===== config.mk =====
export PLATFORM = sky130hd
export DESIGN_NAME = pbc_plane_blank
export DESIGN_NICKNAME = d
export VERILOG_FILES = /design/src/rtl/pbc_pkg.sv /design/src/rtl/pbc_edge_detect.sv /design/src/rtl/pbc_override_reg.sv /design/src/rtl/pbc_plane_mask.sv /design/src/rtl/pbc_plane_blank.sv
export SDC_FILE = /design/constraint.sdc
export NUM_CORES = 1
export LEC_CHECK = 0
export ABC_CLOCK_PERIOD_IN_PS = 1500
export BUFFER_PORTS_ARGS = -buffer_cell sky130_fd_sc_hd__buf_2
export CORE_AREA = 2 2 39 41
export CTS_CLUSTER_DIAMETER = 40
export CTS_CLUSTER_SIZE = 12
export DETAILED_ROUTE_END_ITERATION = 8
export DIE_AREA = 0 0 41 43
export PLACE_DENSITY = 0.38
export SLEW_MARGIN = 10
export SYNTH_ARGS = -nofsm -noshare
export SYNTH_HDL_FRONTEND = slang
export SYNTH_SLANG_ARGS = --single-unit

===== constraint.sdc =====
create_clock -name clk -period 1.5 [get_ports clk]
set_input_delay 0.375 -clock clk [delete_from_list [all_inputs] [get_ports clk]]
set_output_delay 0.375 -clock clk [all_outputs]
set_load 0.01 [all_outputs]

===== src/rtl/pbc_pkg.sv =====
// Package: shared definitions for the plane suppression block.
// Assumes: the write word carries one bit per override, in the order given by ovr_idx_e.
package pbc_pkg;
    // Index of each override control inside the write word
    typedef enum logic [0:0] {
        OVR_DISP = 1'b0,
        OVR_CUR  = 1'b1
    } ovr_idx_e;

    localparam int unsigned NUM_OVR = 2;

    // Pending and active copies of one override control
    typedef struct packed {
        logic pend;
        logic act;
    } ovr_state_t;
endpackage


===== src/rtl/pbc_edge_detect.sv =====
// Module: finds the rising edge of a level input.
// Assumes: the input is synchronous to clk; the output pulses for one cycle.
module pbc_edge_detect (
    input  logic clk,
    input  logic rst_n,
    input  logic lvl,
    output logic rise
);
    logic lvl_q;

    // Remember the level seen at the previous edge
    always_ff @(posedge clk) begin
        if (!rst_n) lvl_q <= 1'b0;
        else        lvl_q <= lvl;
    end

    // A rise is a high level now that was low one cycle ago
    always_comb begin
        rise = lvl & ~lvl_q;
    end
endmodule


===== src/rtl/pbc_override_reg.sv =====
// Module: one override control with a pending copy written by software
// and an active copy that loads from it at a vertical-blank edge.
// Assumes: load is a single-cycle pulse; a write in the load cycle wins.
module pbc_override_reg
    import pbc_pkg::*;
(
    input  logic       clk,
    input  logic       rst_n,
    input  logic       wr_en,
    input  logic       wr_bit,
    input  logic       load,
    output ovr_state_t st,
    output logic       differ
);
    logic pend_q;
    logic act_q;
    logic pend_nxt;

    // Value the pending copy takes at this edge
    always_comb begin
        pend_nxt = wr_en ? wr_bit : pend_q;
    end

    // Pending copy follows software writes
    always_ff @(posedge clk) begin
        if (!rst_n) pend_q <= 1'b0;
        else        pend_q <= pend_nxt;
    end

    // Active copy loads at the edge, including a same-cycle write
    always_ff @(posedge clk) begin
        if (!rst_n)    act_q <= 1'b0;
        else if (load) act_q <= pend_nxt;
    end

    // Export state and mismatch flag
    always_comb begin
        st.pend = pend_q;
        st.act  = act_q;
        differ  = pend_q ^ act_q;
    end
endmodule


===== src/rtl/pbc_plane_mask.sv =====
// Module: masks a group of plane enables with one active override.
// Assumes: the override is already synchronised to frame boundaries.
module pbc_plane_mask #(
    parameter int unsigned WIDTH = 2
) (
    input  logic [WIDTH-1:0] en_in,
    input  logic             hide,
    output logic [WIDTH-1:0] en_out
);
    // Mask each plane with the shared override
    for (genvar i = 0; i < WIDTH; i++) begin : g_bit
        assign en_out[i] = en_in[i] & ~hide;
    end
endmodule


===== src/rtl/pbc_plane_blank.sv =====
// Module: top of the plane suppression block for one pipe.
// Assumes: vblank is a level from the pipe timing generator, synchronous to clk;
// the plane enables come straight from programmed registers.
module pbc_plane_blank
    import pbc_pkg::*;
#(
    parameter int unsigned NUM_DISP = 3,
    parameter int unsigned NUM_CUR  = 2
) (
    input  logic                clk,
    input  logic                rst_n,
    input  logic                wr_en,
    input  logic [NUM_OVR-1:0]  wr_data,
    input  logic                vblank,
    input  logic [NUM_DISP-1:0] disp_en,
    input  logic [NUM_CUR-1:0]  cur_en,
    output logic [NUM_DISP-1:0] disp_en_eff,
    output logic [NUM_CUR-1:0]  cur_en_eff,
    output logic                blank_pix,
    output logic                update_pending
);
    logic                      vb_rise;
    ovr_state_t [NUM_OVR-1:0]  ovr_st;
    logic       [NUM_OVR-1:0]  ovr_diff;

    pbc_edge_detect u_edge (
        .clk   (clk),
        .rst_n (rst_n),
        .lvl   (vblank),
        .rise  (vb_rise)
    );

    for (genvar k = 0; k < NUM_OVR; k++) begin : g_ovr
        pbc_override_reg u_reg (
            .clk    (clk),
            .rst_n  (rst_n),
            .wr_en  (wr_en),
            .wr_bit (wr_data[k]),
            .load   (vb_rise),
            .st     (ovr_st[k]),
            .differ (ovr_diff[k])
        );
    end

    pbc_plane_mask #(.WIDTH(NUM_DISP)) u_mask_disp (
        .en_in  (disp_en),
        .hide   (ovr_st[OVR_DISP].act),
        .en_out (disp_en_eff)
    );

    pbc_plane_mask #(.WIDTH(NUM_CUR)) u_mask_cur (
        .en_in  (cur_en),
        .hide   (ovr_st[OVR_CUR].act),
        .en_out (cur_en_eff)
    );

    // Drive status outputs from the active and pending copies
    always_comb begin
        blank_pix      = ovr_st[OVR_DISP].act;
        update_pending = |ovr_diff;
    end
endmodule


[Word level (Yosys, flattened, before mapping)]
Cells that the tools add are included.
Operators by class
  muxes and demuxes: 2
  bitwise operators: 11
  reductions and logical operators: 1
Operator list (count)
  AND 1 bit: 6
  NOT 1 bit: 3
  two-way mux 1 bit: 2
  OR reduction 2 bit: 1
  XOR 1 bit: 2
Storage, ports and cells
  register bits after elaboration: 5
  input port bits: 11
  output and inout port bits: 7
  word-level logic and storage cells: 19

[Longest topological paths before layout]
  depth after elaboration: 2
  depth in mapped cells: 3
  mapped depth without buffers: 3

[Hierarchy]
From an unflattened synthesis, not the netlist that was laid out.
Second synthesis, totals
  cell total of the unflattened synthesis: 27
  area, all modules: 257.7 sq um
Modules (own cells, without submodules)
  pbc_override_reg: times used 2, cells an instance 9, area an instance 90.1 sq um, seq. area each 40.0 sq um
  pbc_edge_detect: times used 1, cells an instance 3, area an instance 40.0 sq um, seq. area each 20.0 sq um
  pbc_plane_mask at u_mask_disp: times used 1, cells an instance 3, area an instance 18.8 sq um, seq. area each 0.0 sq um
  pbc_plane_mask at u_mask_cur: times used 1, cells an instance 2, area an instance 12.5 sq um, seq. area each 0.0 sq um
  pbc_plane_blank: times used 1, cells an instance 1, area an instance 6.3 sq um, seq. area each 0.0 sq um

[Worst setup path after synthesis]
Ideal clock, no wire load.
  kind: register to output
  from: register g_ovr[0].u_reg.act_q
  to: output port update_pending
  arrival time: 666 ps
  required time: 1125 ps
  slack: 459 ps
  cell stages (with the launch flop): 3
  buffers on the path: 0
  cells stage by stage: dfxtp_1 > xnor2_1 > nand2_1
Between the ends
  word-level cells in the longest chain between the ends: 2
RTL lines
  start: declaration: RTL line pbc_override_reg.sv:16  | logic act_q;
  start signal: assignment: RTL line pbc_override_reg.sv:33  | else if (load) act_q <= pend_nxt;
  XOR 1 bit: RTL line pbc_override_reg.sv:40  | differ = pend_q ^ act_q;
  OR reduction 2 bit: RTL line pbc_plane_blank.sv:60  | update_pending = |ovr_diff;
  end: declaration: RTL line pbc_plane_blank.sv:20  | output logic update_pending
No other way between the ends.

[Worst setup path after layout]
Ends and elaborated chain as after synthesis.

==> impl_metrics.yaml <==
outcome:
  outcome: "completed"
setup_path:
  crit_path_top_delay_cell: "dfxtp_1"
  arrival_ns: 0.98
  worstReg2RegStart: "g_ovr[0].u_reg.act_q"
  cp_cell_sequence: "xnor2_1, nand2_1, buf_2"
  startpoint: "g_ovr[0].u_reg.act_q"
  worst-r2r-setup-slack_ns: 0.78
  path_buf_inv: 1
  required_ns: 1.12
  cp_top_family: "flip-flops"
  slowest_delay_ns: 0.42
  critical_path_peak_fanout: 6
  end_kind: "output pin"
  worstSetupStartpointType: "flip-flop"
  crit_type: "reg -> out"
pwr:
  power-per-cell-area_nw_per_um2: 1039
  power.leakage_nw: 0.1763
  ir_drop_v: 0.0003896
  finalPower_uw: 370.4
cells_and_area:
  syn2layout_area_growth_pct: 58.33
  antennaDiodeCount: 0
  drive_above_1_share: 0.4773
  fin_cells: 60
  final_design_area_no_fill_um2: 356.6
  layout_commonest_cell: "buf_2"
  fin_nets: 56
  final_cell_mix: "buf_2 (17), nor2b_1 (7), dfxtp_1 (5), clkbuf_4 (3)"
  postLayoutCoreUtil: 0.2577
floorplanning:
  dieArea_um2: 1763
  core_area_um2: 1384
  die_w_um: 41
  initial_utilization: 0.1627
  fp.dieH_um: 43
  core.rowCount: 14
  io_pins: 18
yosys:
  synth_seq_area_share: 0.4444
  yosys.area.top_type: "dfxtp_1"
  syn_area_per_cell_um2: 9.792
  yosysUniqueCellTypes: 9
  yosysTopAreaCellShare: 0.4444
  ys_warn_count: 0
  syn_nets: 34
  ys_ff_latch: 5
  syn_area_um2: 225.2
  synth_area_leaders: "dfxtp_1 (44%), nor2b_1 (19%), mux2i_1 (8.9%)"
  synth_cells: 23
timing:
  fin_ws_ns: 0.1414
  relSlewSlack: 0.8476
  fin_setup_tns_ns: 0
  setup_viol: 0
  period_minus_slack_ns: 1.359
  rsz0062_at_grt: "no"
  report.final.slew_viol_count: 0
  post-route-period-util: 0.9058
  fmax_mhz: 736.0
  hold_slack_ns: 0.3664
  tightest_slew_ns: 0.2222
  hold_viol: 0
  clock_skew_ns: 0.001726
detailed_routing:
  wl_um: 452
  drc: 0
  vias_per_cell: 3.550
  wl_per_cell_um: 7.533
  drtIter0Drc: 3
  drt_first_pass_iters: 3
  num_vias: 213
  antenna_left: 0
cts:
  htreeDepth: 1
  cts_buffers: 3
  cts_resized: 0
  cts_tree: "done"
  hold_buffers: 0
  clk_latency_ns: 0.24
  clk_pin_slew_ns: 0.04
  cts-root-buf: "clkbuf_4"
  clock_path_buffers: 2
  postCtsSetupRepairBufs: 0
  cts_sinks: 5
job:
  maxCapViolCount: 0
place:
  dp_cells: 56
  gp_congestion: 0.6409
  place_area_um2: 330.3
  portBuffers: 17
  place_ws_ns: 0.3735
min_path:
  hp-class: "in -> reg"
  hp-start: "vblank"
global_routing:
  grt_pass1_wl_um: 759
  grt_max_degree: 7
  track_usage: 0.07136
  grt_pass1_vias: 189
  antenna_found_initial: 0
  grt_overflow_total: 0
[Yosys cell counts]
library cell,n
a21oi_1,2
nor2b_1,7
nor2b_4,1
mux2i_1,2
and2_1,1
nand2_1,1
dfxtp_1,5
o21ai_0,2
xnor2_1,2
[flip-flops by register name, indices dropped and copies added (netlist names)]
name and count:
g_ovr.u_reg.act_q 2, u_edge.lvl_q 1, g_ovr.u_reg.pend_q 2
[cell type report]
type,instances,area (um2)
repair buffers,17,85.08
fillers,157,1027
flip-flops and latches,5,100.1
well taps,16,20.02
clock buffers,4,26.28
multi-input cells,18,125.1
[worst register-to-register path, delay by kind of cell, from the launching register on]
kind,cells,cell delay (ns)
DFF,1,0.42
AOI/OAI and AO/OA,2,0.24
[cells by family after synthesis]
group | after synthesis | share of synthesized area
AOI/OAI and AO/OA | 4 | 0.08889
xor gates and xnor gates | 2 | 0.07779
DFF | 5 | 0.4445
and+or+nand+nor | 10 | 0.3000
muxes | 2 | 0.08889
[power by group]
group / internal, mW / total, mW / leakage [nW] / switching (mW)
Combinational: 0.0388 / 0.0690 / 0.120 / 0.0303
Clock: 0.100 / 0.150 / 0.0150 / 0.0502
Sequential: 0.142 / 0.151 / 0.0414 / 0.00859
Total: 0.281 / 0.370 / 0.176 / 0.0891
[per-layer routing]
| metal | part of all wire | wire (um) | vias up | GRT usage |
|---|---|---|---|---|
| li1 | - | - | 118 | - |
| met1 | 0.44 | 199 | 88 | 0.09355 |
| met2 | 0.46 | 207 | 7 | 0.06563 |
| met3 | 0.10 | 45 | 0 | 0.06283 |
| met4 | 0 | 0 | 0 | 0.06000 |
| met5 | 0 | 0 | - | 0 |
[worst paths after layout]
check / endpoint / cells after the start
max: update_pending / 3
min: u_edge.lvl_q / 2
max reg2reg: g_ovr[0].u_reg.act_q / 2
min reg2reg: g_ovr[0].u_reg.act_q / 2
No activity file was read; power rests on OpenSTA's default activity.
